**src/rtl/result_dispatch_pkg.sv**
```systemverilog
package result_dispatch_pkg;

  typedef enum logic [2:0] {
    MODE_IGNORE_FETCH   = 3'd0,
    MODE_MOVE           = 3'd1,
    MODE_MOVE_SETM      = 3'd2,
    MODE_FETCH_SEND     = 3'd3,
    MODE_MOVE_SEND      = 3'd4,
    MODE_FETCH_SETM     = 3'd5,
    MODE_SETM_FETCHSEND = 3'd6,
    MODE_SETM_FIELDSEND = 3'd7
  } mode_e;

  typedef enum logic [1:0] {
    SEND_RESULT = 2'd0,
    SEND_PARAM  = 2'd1,
    SEND_FIELD  = 2'd2
  } send_sel_e;

  typedef struct packed {
    logic      fire;
    logic      regFromParam;
    logic      loadMethod;
    logic      doSend;
    send_sel_e sendSel;
  } strobes_t;

endpackage

```
**src/rtl/dispatch_ctrl.sv**
```systemverilog
module dispatch_ctrl
  import result_dispatch_pkg::*;
#(
  parameter int DST_W = 3
) (
  input  logic             clk,
  input  logic             rstN,
  input  logic             opValid,
  input  logic [2:0]       opMode,
  input  logic [DST_W-1:0] opDst,
  input  logic             paramEmpty,
  input  logic             wrReady,
  output logic             opReady,
  output logic             wrValid,
  output logic             rfWe,
  output logic             paramPop,
  output logic             underflow,
  output strobes_t         strobes
);

  logic needFetch;
  mode_e mode;

  assign mode = mode_e'(opMode);

  always_comb begin
    strobes.regFromParam = 1'b0;
    strobes.loadMethod   = 1'b0;
    strobes.doSend       = 1'b0;
    strobes.sendSel      = SEND_RESULT;
    needFetch            = 1'b0;
    unique case (mode)
      MODE_IGNORE_FETCH: begin
        strobes.regFromParam = 1'b1;
        needFetch = 1'b1;
      end
      MODE_MOVE: ;
      MODE_MOVE_SETM: strobes.loadMethod = 1'b1;
      MODE_FETCH_SEND: begin
        strobes.regFromParam = 1'b1;
        strobes.doSend = 1'b1;
        needFetch = 1'b1;
      end
      MODE_MOVE_SEND: strobes.doSend = 1'b1;
      MODE_FETCH_SETM: begin
        strobes.regFromParam = 1'b1;
        strobes.loadMethod = 1'b1;
        needFetch = 1'b1;
      end
      MODE_SETM_FETCHSEND: begin
        strobes.loadMethod = 1'b1;
        strobes.doSend = 1'b1;
        strobes.sendSel = SEND_PARAM;
        needFetch = 1'b1;
      end
      MODE_SETM_FIELDSEND: begin
        strobes.loadMethod = 1'b1;
        strobes.doSend = 1'b1;
        strobes.sendSel = SEND_FIELD;
      end
      default: ;
    endcase
  end

  assign opReady      = !strobes.doSend || wrReady;
  assign strobes.fire = opValid && opReady;
  assign wrValid      = opValid && strobes.doSend;
  assign rfWe         = strobes.fire && (opDst != '0);
  assign paramPop     = strobes.fire && needFetch && !paramEmpty;

  always_ff @(posedge clk) begin
    if (!rstN) underflow <= 1'b0;
    else if (strobes.fire && needFetch && paramEmpty) underflow <= 1'b1;
  end

endmodule

```
**src/rtl/dispatch_datapath.sv**
```systemverilog
module dispatch_datapath
  import result_dispatch_pkg::*;
#(
  parameter int DATA_W = 32,
  parameter int ADDR_W = 12,
  parameter int INC_W  = 6,
  localparam int M_W   = ADDR_W + INC_W
) (
  input  logic              clk,
  input  logic              rstN,
  input  strobes_t          strobes,
  input  logic [DATA_W-1:0] opResult,
  input  logic              paramEmpty,
  input  logic [DATA_W-1:0] paramData,
  output logic [DATA_W-1:0] rfData,
  output logic [ADDR_W-1:0] wrAddr,
  output logic [DATA_W-1:0] wrData,
  output logic [M_W-1:0]    methodAddr
);

  logic [ADDR_W-1:0] addrQ;
  logic [INC_W-1:0]  incQ;
  logic [M_W-1:0]    base;
  logic [ADDR_W-1:0] curAddr;
  logic [INC_W-1:0]  curInc;
  logic [DATA_W-1:0] fetched;

  assign base    = strobes.loadMethod ? opResult[M_W-1:0] : {incQ, addrQ};
  assign curAddr = base[ADDR_W-1:0];
  assign curInc  = base[M_W-1:ADDR_W];
  assign fetched = paramEmpty ? '0 : paramData;
  assign rfData  = strobes.regFromParam ? fetched : opResult;
  assign wrAddr  = curAddr;

  always_comb begin
    unique case (strobes.sendSel)
      SEND_PARAM: wrData = fetched;
      SEND_FIELD: wrData = DATA_W'(opResult[M_W-1:ADDR_W]);
      default:    wrData = opResult;
    endcase
  end

  always_ff @(posedge clk) begin
    if (!rstN) begin
      addrQ <= '0;
      incQ  <= '0;
    end else if (strobes.fire) begin
      incQ  <= curInc;
      addrQ <= strobes.doSend ? ADDR_W'(curAddr + ADDR_W'(curInc)) : curAddr;
    end
  end

  assign methodAddr = {incQ, addrQ};

endmodule

```
**src/rtl/result_dispatch.sv**
```systemverilog
module result_dispatch
  import result_dispatch_pkg::*;
#(
  parameter int DATA_W    = 32,
  parameter int REG_COUNT = 8,
  parameter int ADDR_W    = 12,
  parameter int INC_W     = 6,
  localparam int DST_W    = $clog2(REG_COUNT),
  localparam int M_W      = ADDR_W + INC_W
) (
  input  logic              clk,
  input  logic              rstN,
  input  logic              opValid,
  output logic              opReady,
  input  logic [2:0]        opMode,
  input  logic [DST_W-1:0]  opDst,
  input  logic [DATA_W-1:0] opResult,
  input  logic              paramEmpty,
  input  logic [DATA_W-1:0] paramData,
  output logic              paramPop,
  output logic              rfWe,
  output logic [DST_W-1:0]  rfAddr,
  output logic [DATA_W-1:0] rfData,
  output logic              wrValid,
  input  logic              wrReady,
  output logic [ADDR_W-1:0] wrAddr,
  output logic [DATA_W-1:0] wrData,
  output logic [M_W-1:0]    methodAddr,
  output logic              underflow
);

  strobes_t strobes;

  assign rfAddr = opDst;

  dispatch_ctrl #(.DST_W(DST_W)) u_ctrl (
    .clk(clk), .rstN(rstN), .opValid(opValid), .opMode(opMode), .opDst(opDst),
    .paramEmpty(paramEmpty), .wrReady(wrReady), .opReady(opReady),
    .wrValid(wrValid), .rfWe(rfWe), .paramPop(paramPop),
    .underflow(underflow), .strobes(strobes)
  );

  dispatch_datapath #(.DATA_W(DATA_W), .ADDR_W(ADDR_W), .INC_W(INC_W)) u_dp (
    .clk(clk), .rstN(rstN), .strobes(strobes), .opResult(opResult),
    .paramEmpty(paramEmpty), .paramData(paramData), .rfData(rfData),
    .wrAddr(wrAddr), .wrData(wrData), .methodAddr(methodAddr)
  );

endmodule

```
**config.mk**
```make
export PLATFORM = sky130hd
export DESIGN_NAME = result_dispatch
export DESIGN_NICKNAME = d
export VERILOG_FILES = /design/src/rtl/result_dispatch_pkg.sv /design/src/rtl/dispatch_ctrl.sv /design/src/rtl/dispatch_datapath.sv /design/src/rtl/result_dispatch.sv
export SDC_FILE = /design/constraint.sdc
export NUM_CORES = 1
export LEC_CHECK = 0
export ABC_AREA = 1
export ABC_CLOCK_PERIOD_IN_PS = 2100
export BUFFER_PORTS_ARGS = -buffer_cell sky130_fd_sc_hd__buf_4
export CORE_ASPECT_RATIO = 0.6
export CORE_MARGIN = 2
export CORE_UTILIZATION = 39
export CTS_BUF_LIST = sky130_fd_sc_hd__clkbuf_4
export CTS_CLUSTER_DIAMETER = 40
export DETAILED_ROUTE_END_ITERATION = 7
export GPL_TIMING_DRIVEN = 0
export PLACE_DENSITY = 0.89
export SYNTH_ARGS = -nofsm -noshare
export SYNTH_HDL_FRONTEND = slang
export SYNTH_SLANG_ARGS = --single-unit
```
**constraint.sdc**
```tcl
create_clock -name clk -period 2.1 [get_ports clk]
set_input_delay 0.105 -clock clk [delete_from_list [all_inputs] [get_ports clk]]
set_output_delay 0.105 -clock clk [all_outputs]
set_load 0.005 [all_outputs]
```
# ---- After elaboration in Yosys (flattened, before gate mapping)
# Cells that the tools add are included.
dict set report totals {
  ff_bits 19
  output_inout_bits 102
  elab_cells 37
}
dict set report classes {
  add_sub_neg 1
  eq_ne 8
  n_mux 10
  reduce_logical 15
}
# operator count
set ops {}
lappend ops {{$mux 32} 2}
lappend ops {{$pmux 32 s2} 1}
lappend ops {{$mux 18} 1}
lappend ops {{$add 12x6->12} 1}
lappend ops {{$eq 3x3->1 const B} 4}
lappend ops {{$mux 12} 1}
lappend ops {{$reduce_or 4->1} 3}
lappend ops {{$eq 3x2->1 const B} 2}
lappend ops {{$logic_and 1x1->1} 6}
lappend ops {{$mux 1} 4}
lappend ops {{$pmux 2 s2} 1}
lappend ops {{$logic_not 3->1} 1}
lappend ops {{$reduce_bool 3->1} 1}
lappend ops {{$reduce_or 3->1} 1}
lappend ops {{$eq 2x1->1 const B} 1}
lappend ops {{$eq 2x2->1 const B} 1}
lappend ops {{$logic_not 1->1} 2}
lappend ops {{$logic_or 1x1->1} 1}

# ---- Logic depth before layout (Yosys ltp)
dict set report logic_depth {
  depth_word 8
  depth_mapped 20
}

# ---- By module
# From an unflattened synthesis, not the netlist that was laid out.
dict set report unflattened {
  cells_unflattened 454
  hier_area_um2 2491.1
}
# mod n_inst cells_each area_each_um2 seq_area_each_um2
set by_module_without_submodules {}
lappend by_module_without_submodules {dispatch_datapath 1 423 2294.7 360.3}
lappend by_module_without_submodules {dispatch_ctrl 1 28 173.9 20.0}
lappend by_module_without_submodules {result_dispatch 1 3 22.5 0.0}

# ---- Worst setup path before layout
# Ideal clock, no wire load.
dict set report synth_path {
  kind {in2reg}
  start {input opMode[2]}
  end {register u_dp.addrQ[6]}
  arrival_time_ns 2.065
  t_required_ns 1.980
  slack_ns -0.085
  stages 16
  path_cell_list {inv_1 nand2_1 nand2_4 clkbuf_1 o21ai_0 ha_1 fa_1 nand2_1 nand2_1 nand2_1 nand2_2 nand2_1 nand2_1 nand2_1 xor2_1 a21oi_1}
}
dict set report synth_between {
  elab_chain_cells 6
  word_cells_on_any_way 16
}
# item line
set synth_rtl {}
lappend synth_rtl {{start: declaration} result_dispatch.sv:15} ;# input logic [2:0] opMode,
lappend synth_rtl {{$eq 3x2->1 or $eq 3x3->1 (tied branches)} dispatch_ctrl.sv:32} ;# unique case (mode)
lappend synth_rtl {{$reduce_or 4->1 (no line) *} -}
lappend synth_rtl {{$mux 1 *} dispatch_ctrl.sv:32}
lappend synth_rtl {{$mux 18 *} dispatch_datapath.sv:28} ;# assign base = strobes.loadMethod ? opResult[M_W-1:0] : {incQ, addrQ};
lappend synth_rtl {{net u_dp.base[0]} dispatch_datapath.sv:23} ;# logic [M_W-1:0] base;
lappend synth_rtl {{$add 12x6->12 *} dispatch_datapath.sv:49} ;# addrQ <= strobes.doSend ? ADDR_W'(curAddr + ADDR_W'(curInc)) : curAddr;
lappend synth_rtl {{$mux 12 *} dispatch_datapath.sv:49}
lappend synth_rtl {{end signal: assignment} dispatch_datapath.sv:49}
lappend synth_rtl {{end: declaration} dispatch_datapath.sv:21} ;# logic [ADDR_W-1:0] addrQ;
# Mark *: on every way through the listed nets, which the timed path passes. The rest lies on a longest branch.
# A chain may end at the register's enable or synchronous reset.

# ---- Final worst setup path
dict set report layout_path {
  start {input opMode[0]}
  end {output wrData[0]}
}
dict set report layout_between {
  elab_chain_cells 4
  word_cells_on_any_way 6
}
# item line
set layout_rtl {}
lappend layout_rtl {{$eq 3x3->1} dispatch_ctrl.sv:32}
lappend layout_rtl {{$pmux 2 s2 *} dispatch_ctrl.sv:32}
lappend layout_rtl {{$eq 2x2->1 or $eq 2x1->1 (tied branches)} dispatch_datapath.sv:36} ;# unique case (strobes.sendSel)
lappend layout_rtl {{$pmux 32 s2 *} dispatch_datapath.sv:36}
lappend layout_rtl {{end: declaration} result_dispatch.sv:27} ;# output logic [DATA_W-1:0] wrData,
# Mark *: on every way between the ends. The rest lies on a longest branch, timed or not.

==> flow_summary_export.csv <==
group,metric,value,unit
status,status,"finished clean",
power,power.total,1.66,mW
logic_synthesis,ys_async_sr_fraction,0,%
final_layout,fill_cells,602,
route,avgViaCountPerCell,5.34,
logic_synthesis,synth_edf_count,0,
hold_path,worstHoldPathCells,3,
final_layout,seq_area,383,um2
worst_setup_path,r2r-end,"u_dp.addrQ[10]",
route,drtAntennaViolNets,0,
sta,tns,0,ns
route,initialDrtViolationCount,360,
logic_synthesis,yosys.area.top_type_share,21.3,%
sta,hold_slack,0.0748,ns
power,power.density,414,nW/um2
cts,htreeDepth,1,
die,initial_core_util,40.6,%
route,drt_wl_total,10.6,mm
cts,clk_pin_slew_worst_paths,0.12,ns
die,die_x,107,um
final_layout,drive_above_1_share,38.4,%
worst_setup_path,path_cells,"buf_4 -> inv_2 -> nand2_4 -> nor2_2 -> inv_1 -> ha_2 -> inv_4 -> nand2_2 -> inv_1 -> nand2_1 -> o221ai_1 -> buf_4",
sta,period_minus_slack,1.94,ns
global_routing,grt_max_degree,20,
logic_synthesis,synthTopCellsByCount,"nand2_1, o21ai_0, inv_1",
route,wire_per_inst,14.8,um
worst_setup_path,r2r-start,"u_dp.addrQ[0]",
final_layout,nets,715,
cts,cts_buffer_depth,2,
final_layout,antenna_cells,0,
worst_setup_path,rr_worst_depth,13,
route,via_count,3815,
die,rows,22,
logic_synthesis,syn_area_per_cell,5.54,um2
sta,worstMarginPinSlew,0.520,ns
worst_setup_path,critPathLaunchType,"input pin",
worst_setup_path,critPathKind,"in -> out",
route,drc,0,
logic_synthesis,syn_nets,535,
worst_setup_path,r2r_slack,0.18,ns
hold_path,hp-start,"rstN",
global_routing,track_usage,29.0,%
final_layout,syn2layout_area_growth,59.7,%
hold_path,min_to,"u_dp.incQ[2]",
cts,cts.sinks,19,
placed_design,placed_cell_area,3930,um2
worst_setup_path,endpoint_kind,"output pin",
worst_setup_path,crit_required,2.00,ns
logic_synthesis,yosysTopAreaCell,"nand2_1",
placed_design,routabilityCongestion,0.943,
placed_design,post-place-cells,711,
logic_synthesis,netlist_area,2510,um2
final_layout,instances_no_fill,715,
logic_synthesis,synth_warnings,0,
placed_design,preCtsSetupSlack,-0.530,ns
worst_setup_path,crit_fanout,9,
sta,setup_viol,0,
sta,finalHoldViolCount,0,
logic_synthesis,yosys.cell_count.top_type,"nand2_1",
power,peakVddDrop,0.000245,V
sta,clock_skew,0.00393,ns
logic_synthesis,ys_types,31,
die,core-area,6170,um2
global_routing,overflow,0,
global_routing,antenna_found_initial,0,
sta,max_freq,515,MHz
die,die_height,66.1,um
cts,clk_latency,0.32,ns
worst_setup_path,crit_arrival,1.84,ns
worst_setup_path,cpPeakStageDelay,0.44,ns
logic_synthesis,synth_area_leaders,"nand2_1, dfxtp_1, o21ai_0, inv_1, buf_4",
sta,setup_slack,0.159,ns
route,firstDrtPassIters,6,
power,p_leak,2.20,nW
job,maxCapViolCount,0,
sta,max_slew_margin,65.3,%
logic_synthesis,ys_seq_area_share,15.2,%
final_layout,multi_input_area,1730,um2
sta,fin_crit_sh,92.4,%
global_routing,grt_pass1_wl,16.4,mm
hold_path,hold_path.class,"in -> reg",
final_layout,finalInstanceArea,4000,um2
logic_synthesis,ys_seq_elements,19,
final_layout,utilization,64.9,%
placed_design,port_buffers,175,
sta,maxSlewViolCount,0,
die,dieArea,7100,um2
global_routing,first_global_vias,3398,
placed_design,dp_hpwl,8.66,mm
logic_synthesis,postSynthCellCount,452,
cts,cts_made_buffers,3,
cts,tritoncts,"done",
die,ios,177,
worst_setup_path,crit_slowest_cell,"ha_2",
logic_synthesis,ys.flop_type,"dfxtp_1",
cts,cts_root_buf,"clkbuf_4",
==> worst max-delay path: cells and delay by family <==
family / cells / cell delay, ns
AOI/OAI and AO/OA: 1 / 0.12
buffers and inverters: 6 / 0.69
and+or+nand+nor: 4 / 0.49
adders and majority gates: 1 / 0.44
==> layout by cell type (no fill, tap or decap), types with 3 or more instances in the layout <==
| cell | netlist | final |
|---|---|---|
| buf_4 | 15 | 194 |
| nand2_1 | 142 | 141 |
| o21ai_0 | 75 | 68 |
| inv_1 | 54 | 54 |
| nor2_1 | 22 | 21 |
| a21oi_1 | 17 | 17 |
| dfxtp_1 | 19 | 17 |
| nand3_1 | 16 | 16 |
| o22ai_1 | 10 | 10 |
| nand2_2 | 7 | 8 |
| clkbuf_1 | 14 | 8 |
| o21ai_1 | 2 | 7 |
| buf_2 | 6 | 7 |
| nand2_4 | 6 | 6 |
| o221ai_1 | 6 | 6 |
| o21ai_2 | 3 | 5 |
| ha_1 | 7 | 5 |
| inv_2 | 5 | 4 |
| xor2_1 | 4 | 4 |
| a31oi_1 | 5 | 4 |
| nor3_1 | 3 | 3 |
| clkbuf_4 | 0 | 3 |
==> where the power goes <==
part           switching (mW)  internal (mW)  leakage [nW]  total [mW]
sequential             0.0248          0.393         0.158       0.418
clock                   0.138         0.0714        0.0177       0.209
combinational           0.527          0.502          2.02        1.03
total                   0.690          0.967          2.20        1.66
==> registers in the layout, indices dropped and copies added (netlist names) <==
| signal | cells |
|---|---|
| u_dp.addrQ | 12 |
| u_dp.incQ | 6 |
| u_ctrl.underflow | 1 |
==> layer usage <==
metal  up-vias  GRT usage (%)  wire length, um
li1       1820              -                -
met1      1706           37.7             4450
met2       262           48.7             4610
met3        27           7.29             1390
met4         0           6.25              167
met5         -              0                0
==> repair_timing <==
item / in CTS / in global routing
hold buffers: 0 / 0
setup endpoints to repair: 41 / 34
pin swaps: 0 / 2
gates resized for setup: 7 / 18
setup buffers: 0 / 3
==> worst max path at each step <==
stage | startpoint | to | slack [ns] | cells after the start
floorplan | opMode[2] | u_dp.addrQ[6] | 0.01 | 16
global placement | opMode[0] | wrData[14] | -0.48 | 12
detailed placement | opMode[0] | wrData[12] | -0.53 | 12
CTS | opMode[0] | wrData[8] | 0.02 | 11
global route | opMode[2] | u_dp.addrQ[7] | -0.02 | 17
finish | opMode[0] | wrData[0] | 0.16 | 12
==> area by class of cell <==
type                    count  area share [%]
clock buffers               3           0.563
inverters                  59            5.60
multi-input cells         338            43.3
repair buffers            178            33.4
clock inverters             1           0.125
plain buffers              33            4.85
well taps                  84            2.63
flip-flops and latches     19            9.57
==> logic make-up after synthesis <==
kind of cell    Yosys count  synth area share [%]
compound gates          122                  27.3
fa+ha+maj                 8                  4.29
xor+xnor                  4                  1.40
buf+inv                  95                  16.8
flops                    19                  15.2
simple gates            204                  35.1
Note: power is estimated with default switching activity, not from simulation.
